### src/rtl/wdog_pkg.sv
`timescale 1ns/1ps
package wdog_pkg;
    localparam int WD_TSEL_W   = 2;
    localparam int WD_NUM_TAPS = 1 << WD_TSEL_W;

    // Exponent of the period selected by tap index sel.
    function automatic int tap_exp(input int base, input int step, input int sel);
        return base + step * sel;
    endfunction
endpackage

### src/rtl/wdog_tap_cmp.sv
`timescale 1ns/1ps
module wdog_tap_cmp
    import wdog_pkg::*;
#(
    parameter int TAP_BASE = 4,
    parameter int TAP_STEP = 2,
    parameter int CNT_W    = TAP_BASE + TAP_STEP * (WD_NUM_TAPS - 1)
) (
    input  logic [CNT_W-1:0]     cnt,
    input  logic [WD_TSEL_W-1:0] tsel,
    output logic                 expired
);
    logic [WD_NUM_TAPS-1:0] hit;

    // One comparator per tap. ">=" lets a shrunk period expire at once.
    for (genvar i = 0; i < WD_NUM_TAPS; i++) begin : g_tap
        localparam logic [CNT_W-1:0] LAST =
            CNT_W'((64'd1 << tap_exp(TAP_BASE, TAP_STEP, i)) - 64'd1);
        assign hit[i] = (cnt >= LAST);
    end

    assign expired = hit[tsel];
endmodule

### src/rtl/wdog_grace_cmp.sv
`timescale 1ns/1ps
module wdog_grace_cmp #(
    parameter int GRACE = 512,
    parameter int GR_W  = (GRACE > 1) ? $clog2(GRACE) : 1
) (
    input  logic [GR_W-1:0] cnt,
    output logic            done
);
    localparam logic [GR_W-1:0] GR_LAST = GR_W'(GRACE - 1);

    assign done = (cnt == GR_LAST);
endmodule

### src/rtl/wdog_twostage.sv
`timescale 1ns/1ps
module wdog_twostage
    import wdog_pkg::*;
#(
    parameter int TAP_BASE = 4,
    parameter int TAP_STEP = 2,
    parameter int GRACE    = 512
) (
    input  logic                 clk,
    input  logic                 rst_n,
    input  logic                 tick_en,
    input  logic                 wd_en,
    input  logic                 irq_en,
    input  logic                 kick,
    input  logic [WD_TSEL_W-1:0] tsel,
    output logic                 irq,
    output logic                 wd_rst
);
    localparam int CNT_W = TAP_BASE + TAP_STEP * (WD_NUM_TAPS - 1);
    localparam int GR_W  = (GRACE > 1) ? $clog2(GRACE) : 1;

    typedef struct packed {
        logic [CNT_W-1:0] cnt;
        logic [GR_W-1:0]  grace;
        logic             flag;
        logic             rst;
    } wd_state_t;

    wd_state_t s_d, s_q;
    logic      expired;
    logic      grace_done;

    wdog_tap_cmp #(
        .TAP_BASE (TAP_BASE),
        .TAP_STEP (TAP_STEP),
        .CNT_W    (CNT_W)
    ) u_tap (
        .cnt     (s_q.cnt),
        .tsel    (tsel),
        .expired (expired)
    );

    wdog_grace_cmp #(
        .GRACE (GRACE),
        .GR_W  (GR_W)
    ) u_grace (
        .cnt  (s_q.grace),
        .done (grace_done)
    );

    always_comb begin
        s_d     = s_q;
        s_d.rst = 1'b0;
        if (tick_en) begin
            if (kick || !wd_en) begin
                s_d.cnt   = '0;
                s_d.grace = '0;
                s_d.flag  = 1'b0;
            end else if (!s_q.flag) begin
                if (expired) begin
                    s_d.flag  = 1'b1;
                    s_d.cnt   = '0;
                    s_d.grace = '0;
                end else begin
                    s_d.cnt = s_q.cnt + CNT_W'(1);
                end
            end else if (grace_done) begin
                s_d.rst   = 1'b1;
                s_d.flag  = 1'b0;
                s_d.cnt   = '0;
                s_d.grace = '0;
            end else begin
                s_d.grace = s_q.grace + GR_W'(1);
            end
        end
    end

    always_ff @(posedge clk or negedge rst_n) begin
        if (!rst_n) begin
            s_q <= '0;
        end else begin
            s_q <= s_d;
        end
    end

    assign irq    = s_q.flag & irq_en;
    assign wd_rst = s_q.rst;
endmodule

### config.mk
export PLATFORM = sky130hd
export DESIGN_NAME = wdog_twostage
export DESIGN_NICKNAME = d
export VERILOG_FILES = /design/src/rtl/wdog_pkg.sv /design/src/rtl/wdog_tap_cmp.sv /design/src/rtl/wdog_grace_cmp.sv /design/src/rtl/wdog_twostage.sv
export SDC_FILE = /design/constraint.sdc
export NUM_CORES = 1
export LEC_CHECK = 0
export BUFFER_PORTS_ARGS = -buffer_cell sky130_fd_sc_hd__buf_2
export CAP_MARGIN = 25
export CORE_ASPECT_RATIO = 0.6
export CORE_MARGIN = 3
export CORE_UTILIZATION = 25
export CTS_BUF_LIST = sky130_fd_sc_hd__clkbuf_8
export DETAILED_ROUTE_END_ITERATION = 8
export PLACE_DENSITY = 0.38
export SYNTH_ARGS = -nofsm -noshare
export SYNTH_HDL_FRONTEND = slang
export SYNTH_SLANG_ARGS = --single-unit
### constraint.sdc
create_clock -name clk -period 2.7 [get_ports clk]
set_input_delay 0.27 -clock clk [delete_from_list [all_inputs] [get_ports clk]]
set_output_delay 0.27 -clock clk [all_outputs]
set_load 0.01 [all_outputs]
# Word level (Yosys, flattened, before mapping)
# Index checks and enable logic that the tools add are counted.
# word_totals
regBits	21
output_inout_bits	2
# op_classes
order_cmp	5
n_eq_ne	2
addsub	2
reduce_logical	5
bitwise	1
mux	12
# ops
cell	n
2-to-1 mux 20 bit	2
2-to-1 mux 10 bit	3
adder 10 x 1 -> 10 bit, second input constant	1
>= comparator 10 bit, second input constant	1
>= comparator 10 x 4 -> 1 bit, second input constant	1
>= comparator 10 x 6 -> 1 bit, second input constant	1
>= comparator 10 x 8 -> 1 bit, second input constant	1
adder 9 x 1 -> 9 bit, second input constant	1
equality test 9 bit, second input constant	1
2-to-1 mux 9 bit	1
2-to-1 mux 1 bit	4
AND reduction 2 bit	2
less-than comparator 2 x 3 -> 1 bit, second input constant	1
inequality test 3 x 1 -> 1 bit, second input constant	1
nonzero test 3 bit	1
binary-select mux 1 bit (select 2 bit)	1
2-to-1 mux 2 bit	1
bitwise AND 1 bit	1
logical NOT 1 bit	1
logical OR 1 bit	1

# Depth between registers and ports, before layout
# Gate-level depths: netlist (run 1).
# logic_depth
word_depth	6
mapped_depth	12
ltp_nobuf	10

# Modules after synthesis
# Synthesis (run 1) repeated with hierarchy kept, for this count alone.
# hier_totals
cells_unflattened	144
hier_area_um2	1265.0
# modules_own_cells
module	area_each_um2	cells_each	seq_area_each_um2	n_inst
wdog_twostage	1156.1	127	525.5	1
wdog_tap_cmp	83.8	13	0.0	1
wdog_grace_cmp	25.0	4	0.0	1

# Worst setup path before layout (run 1)
# OpenSTA, ideal clock, no wires.
# synth_path
kind	reg-to-reg
from	register s_q[2] in the netlist's numbering
to	register s_q[15] in the netlist's numbering
arrival_ns	2.067
path_stages_with_launch	13
required_time_ns	2.574
path_slack_ns	0.508
path_cell_list	dfrtp_1 -> ha_1 -> nand3_1 -> nor2_1 -> and3_1 -> ha_1 -> nand4bb_1 -> buf_4 -> and2_1 -> buf_2 -> a21o_1 -> nand2_1 -> a21oi_1
# synth_between
elab_chain_len	3
# synth_rtl
item	line	rtl
start: declaration	wdog_twostage.sv:29	wd_state_t s_d, s_q;
start signal: assignment	wdog_twostage.sv:80	s_q <= '0;
start signal: assignment	wdog_twostage.sv:82	s_q <= s_d;
equality test 9 bit	wdog_grace_cmp.sv:11	assign done = (cnt == GR_LAST);
inequality test 3 x 1 -> 1 bit (no source line)	--	
AND reduction 2 bit (no source line)	--	
# Every way passes these cells.
# A chain may end at the register's enable or synchronous reset.

# Worst setup path in the final report (run 1)
# layout_path
from	register s_q[2] in the netlist's numbering
to	register s_q[20] in the netlist's numbering
# The elaborated chain is that of the path after synthesis.

==> results_dict.tcl, run 1 <==
set metrics [dict create \
    final_cell_mix "dfrtp_1, nand2_1, buf_2, a21oi_1, nand3_1" \
    start_kind "flip-flop" \
    setup_tns_ps 0 \
    dr.pass1.iters 4 \
    final_cells 205 \
    dp_slack_ps 242 \
    crit_top_cell "ha_1" \
    synth_top_cell_by_area "dfrtp_1" \
    worst_slew_pin_slew_ps 501 \
    avgSynthCellArea_um2 9.87 \
    postRouteWirelength_um 2970 \
    p_clk_share_pct 35.3 \
    busiest_layer "met1" \
    fmax_mhz 426 \
    finalCritPeriodShare_pct 87.0 \
    worst_slack_ps 351 \
    drive_gt1_share_pct 21.1 \
    grt_use_met1_pct 16.3 \
    ctsLongestPathBuffers 2 \
    grt_pass1_vias 979 \
    critPathTopFamily "simple AND/OR/NAND/NOR gates" \
    grtUsageMet3_pct 3.12 \
    p_seq_share_pct 56.4 \
    vdd_drop_max_uv 168 \
    p_comb_share_pct 8.4 \
    outcome "finished, final reports clean" \
    synthTopCellsByArea "dfrtp_1, nand2_1, o2bb2ai_1" \
    gp_congestion 0.737 \
    synth_fp_nets 143 \
    drt_iter0_markers 51 \
    setup_viol 0 \
    cp_cell_sequence "ha_1, nand3_1, nor2_1, and3_1, ha_1, nand4bb_1, nand2_4, nor4_1, xnor2_1, a21oi_1" \
    cts_setup_buffers 0 \
    crit_arrival_ps 2480 \
    htree_levels 1 \
    drc 0 \
    max_stage_delay_ps 390 \
    final_common_cell "dfrtp_1" \
    p_int_mw 0.435 \
    fin_nets 154 \
    dieWidth_um 99.2 \
    io_pins 10 \
    p_sw_share_pct 23.6 \
    dp_hpwl_um 2240 \
    reg2reg_slack_ps 350 \
    crit_slowest_cell "dfrtp_1" \
    grt_pass1_wl_um 5020 \
    cts.clk_slew.worst_paths_ps 70 \
    synth_edf_count 0 \
    multi_input_area_um2 721 \
    grt.met2_usage_pct 14.2 \
    synth-main-ff-cell "dfrtp_1" \
    crit_buf_inv 0 \
    layout_min_cycle_time_ps 2350 \
    final_max_slew_viol_count 0 \
    tritoncts_num_sinks 21 \
    ys_seq_area_share_pct 40.3 \
    required_ps 2830 \
    worstSetupPathType "flip-flop to flip-flop" \
    antenna_found_initial 0 \
    seq_area_um2 526 \
    syn_area_um2 1300 \
    initial_utilization_pct 27.1 \
    syn_inst 132 \
    yosys_warnings 0 \
    wl_per_cell_um 14.5 \
    antenna_cells 0 \
    coreArea_um2 4800 \
    synth_top_area_share_pct 40.3 \
    async_flop_share_pct 100 \
    worst_setup_path_end_kind "flip-flop" \
    synthDistinctLibCells 48 \
    fin_skew_ps 2.30 \
    dp.cells 200 \
    p_sw_mw 0.134 \
    grt_max_degree 22 \
    cap_violations 0 \
    clk_latency_ps 260 \
    fillers 510 \
    rsz0062_at_grt "false" \
    ys_ff_latch 21 \
    die-area_um2 6140 \
    maxSlewHeadroom_pct 66.6 \
    overflow 0 \
    fp-row-count 19 \
    critPathMaxFanout 7 \
    hp-class "input port to flip-flop" \
    leakagePower_nw 0.608 \
    grt_usage_pct 10.5 \
    chipHeight_um 61.9 \
    ctsRootBufferMaster "clkbuf_8" \
    io_buffers 9 \
    via_per_inst 4.91 \
    pwr_density_cell_nw_per_um2 392 \
    syn_to_final_growth_pct 11.4 \
    hold_viol 0 \
    via_count 1007 \
    cts_tree "built" \
    cts_buffers 3 \
    ant_nets 0 \
]
==> power groups by stage <==
stage	clock network (mW)	logic (mW)	registers, mW
after floorplan	0	0.0263	0.326
after global placement	0	0.0469	0.327
after detailed placement	0	0.0473	0.327
after CTS	0.215	0.0486	0.321
after global routing	0.229	0.0542	0.322
final	0.201	0.0476	0.321
==> tightest hold or removal path: stages <==
cell     delay, ps
buf_2           90
nor2b_1        100
nand4_1        110
o21ai_1         60
==> registers in the layout, indices dropped and copies added, names as in the netlist <==
name / cells
s_q: 20
wd_rst: 1
==> cell families (layout without fill, tap and decap cells) <==
logic type | Yosys count | after routing | share of synthesized area, %
xor+xnor | 2 | 2 | 1.35
fa+ha+maj | 3 | 3 | 2.88
compound gates | 39 | 39 | 24.4
mux | 3 | 3 | 2.50
simple gates | 54 | 54 | 24.1
flops | 21 | 21 | 40.3
buf+inv | 10 | 20 | 4.42
==> through the flow <==
stage                     instance area (µm²)  total power, mW  hold WS (ps)  utilization, %
final                                    1450            0.569           409            30.2
after global routing                     1450            0.605           439            30.2
after CTS                                1450            0.584           405            30.2
after detailed placement                 1400            0.375           276            29.1
after global placement                   1400            0.374           278            29.1
after floorplan                          1300            0.353         -25.6               -
==> repair_timing <==
item | in CTS | in global routing
setup endpoints to repair | 0 | 1
hold buffers | 1 | 0
resized for setup | 0 | 1
endpoints found under the hold margin | 21 | 0
==> Yosys cell counts (all sizes together) (3+ instances only) <==
master / count
nand4: 5
nand3: 9
dfrtp: 21
nand2: 19
buf: 4
and3: 3
o2bb2ai: 6
nor2: 4
ha: 3
a21oi: 8
o21ai: 8
inv: 5
==> layer usage <==
metal / up-vias / routed length [µm]
met4: 0 / 26
met2: 15 / 1090
li1: 515 / -
met5: - / 0
met3: 2 / 98
met1: 475 / 1760
==> final timing paths <==
path | startpoint | to | cells past startpoint
worst min register to register | s_q[12]$_DFFE_PN0P_ | s_q[12]$_DFFE_PN0P_ | 2
max in group asynchronous | rst_n | s_q[16]$_DFFE_PN0P_ | 2
min in group asynchronous | rst_n | wd_rst$_DFF_PN0_ | 2
worst max-delay path | s_q[2]$_DFFE_PN0P_ | s_q[20]$_DFFE_PN0P_ | 10
worst min-delay path | kick | s_q[10]$_DFFE_PN0P_ | 4
worst max register to register | s_q[2]$_DFFE_PN0P_ | s_q[20]$_DFFE_PN0P_ | 10
==> layout make-up <==
class	instances	area share (%)
Sequential cell	21	36.2
Tap cell	63	5.43
Clock inverter	1	0.259
Timing Repair Buffer	11	4.31
Clock buffer	3	2.84
Multi-Input combinational cell	101	49.7
Inverter	5	1.29
Note: power is estimated with default switching activity, not from simulation.
==> inputs of run 2 (changes only) <==
--- a/config.mk
+++ b/config.mk
@@ -5,7 +5,7 @@
 export SDC_FILE = /design/constraint.sdc
 export NUM_CORES = 1
 export LEC_CHECK = 0
-export BUFFER_PORTS_ARGS = -buffer_cell sky130_fd_sc_hd__buf_2
+export BUFFER_PORTS_ARGS = -buffer_cell sky130_fd_sc_hd__clkbuf_2
 export CAP_MARGIN = 25
 export CORE_ASPECT_RATIO = 0.6
 export CORE_MARGIN = 3
==> results_dict.tcl, run 2 (synthesis results as in run 1) <==
set metrics [dict create \
    outcome "finished with violations" \
    violations "hold timing" \
    crit_arrival_ps 2470 \
    critPathMaxFanout 7 \
    start_kind "flip-flop" \
    io_pins 10 \
    top_register "s_q" \
    pwr_density_cell_nw_per_um2 395 \
    fp-row-count 19 \
    antenna_found_initial 0 \
    gp_congestion 0.737 \
    dr.pass1.iters 4 \
    hold_viol 21 \
    ctsRootBufferMaster "clkbuf_8" \
    place_area_um2 1400 \
    worstSetupPathType "flip-flop to flip-flop" \
    finalInstanceArea_um2 1440 \
    coreArea_um2 4800 \
    tritoncts_num_sinks 21 \
    leakagePower_nw 0.604 \
    clk_latency_ps 260 \
    hp-class "input port to async pin" \
    crit_buf_inv 0 \
    wl_per_cell_um 14.4 \
    antenna_cells 0 \
    worst_slew_pin_slew_ps 564 \
    setup_tns_ps 0 \
    via_per_inst 4.98 \
    fmax_mhz 429 \
    cts_tree "built" \
    postRouteWirelength_um 2950 \
    vdd_drop_max_uv 166 \
    crit_top_cell "ha_1" \
    drt_iter0_markers 66 \
    chipHeight_um 61.9 \
    htree_levels 1 \
    reg2reg_depth 10 \
    io_buffers 9 \
    dieWidth_um 99.2 \
    setup_viol 0 \
    cp_cell_sequence "ha_1, nand3_1, nor2_1, and3_1, ha_1, nand4bb_1, nand2_4, nor4_1, xnor2_1, a21oi_1" \
    rsz0062_at_grt "false" \
    dp_hpwl_um 2230 \
    drive_gt1_share_pct 21.3 \
    initial_utilization_pct 27.1 \
    required_ps 2830 \
    cap_violations 0 \
    timing.rr.end "s_q[20]$_DFFE_PN0P_" \
    fin_skew_ps 7.69 \
    worst_setup_path_end_kind "flip-flop" \
    cts.clk_slew.worst_paths_ps 80 \
    grt_usage_pct 10.7 \
    final_max_slew_viol_count 0 \
    critPathTopFamily "simple AND/OR/NAND/NOR gates" \
    via_count 1016 \
    crit_slowest_cell "dfrtp_1" \
    cts_buffers 3 \
    hold_ws_ps -17.8 \
    layout_min_cycle_time_ps 2330 \
    final_common_cell "dfrtp_1" \
    grt_max_degree 22 \
    die-area_um2 6140 \
    timing.rr.start "s_q[2]$_DFFE_PN0P_" \
    final_cell_mix "dfrtp_1, nand2_1, clkbuf_2, a21oi_1, nand3_1" \
    max_stage_delay_ps 390 \
    ant_nets 0 \
    reg2reg_slack_ps 370 \
    fin_total_pwr_mw 0.569 \
    drc 0 \
    fin_nets 153 \
    largest_reg_flops 20 \
    finalCritPeriodShare_pct 86.4 \
    grt_pass1_vias 967 \
    ctsLongestPathBuffers 2 \
    overflow 0 \
    cts_setup_buffers 0 \
    syn_to_final_growth_pct 10.7 \
    grt_pass1_wl_um 5100 \
    maxSlewHeadroom_pct 62.4 \
]
## run 2: cell count changes in the layout (fill, tap and decap cells not counted)
cell	before	now
dlygate4sd3_1	1	0
clkbuf_2	0	9
buf_2	9	0
## run 2: area by class of cell
type / count / area (µm²)
clock inverters: 1 / 3.75
repair buffers: 10 / 52.6
clock buffers: 3 / 41.3
flip-flops and latches: 21 / 526
multi-input cells: 101 / 721
fillers: 493 / 3360
inverters: 5 / 18.8
well taps: 63 / 78.8
## run 2: worst register-to-register path, cell delays in order, from the launching register on
cell       delay, ps
dfrtp_1          390
ha_1             200
nand3_1          130
nor2_1           200
and3_1           190
ha_1             180
nand4bb_1        230
nand2_4          120
nor4_1           350
xnor2_1          160
a21oi_1           60
## run 2: how the worst max path moves through the flow
stage	start	to	slack (ps)	cells after the start
floorplan	s_q[2]$_DFFE_PN0P_	s_q[15]$_DFFE_PN0P_	510	12
global placement	s_q[2]$_DFFE_PN0P_	s_q[17]$_DFFE_PN0P_	320	9
detailed placement	s_q[2]$_DFFE_PN0P_	s_q[17]$_DFFE_PN0P_	240	9
CTS	s_q[2]$_DFFE_PN0P_	s_q[17]$_DFFE_PN0P_	210	9
global route	s_q[2]$_DFFE_PN0P_	s_q[17]$_DFFE_PN0P_	160	9
finish	s_q[2]$_DFFE_PN0P_	s_q[20]$_DFFE_PN0P_	370	10
## run 2: through the flow
step	hold WS (ps)	setup slack, ps	util (%)	cells
final	-17.8	368	30.0	204
after global routing	33.8	161	30.0	204
after CTS	4.24	206	30.0	204
after detailed placement	296	241	29.1	200
after global placement	296	320	29.1	200
after floorplan	-25.6	508	-	132
## run 2: metal layers
metal / global-route usage (%) / vias up / share of wire, %
met4: 1.75 / 0 / 0.71
met3: 2.79 / 2 / 4.7
met5: 0 / - / 0
met1: 16.7 / 473 / 55
li1: - / 518 / -
met2: 14.8 / 23 / 39
## run 2: power breakdown
group / internal (mW) / total [mW] / switching [mW] / leakage (nW)
sequential: 0.318 / 0.321 / 0.00351 / 0.292
combinational: 0.0151 / 0.0459 / 0.0308 / 0.284
clock: 0.101 / 0.202 / 0.101 / 0.0269
## run 2: repair_timing
item / in CTS / in global routing
hold buffers: 0 / 0
gates resized for setup: 0 / 1
hold endpoints to repair: 0 / 0
endpoints found under the setup margin: 0 / 1
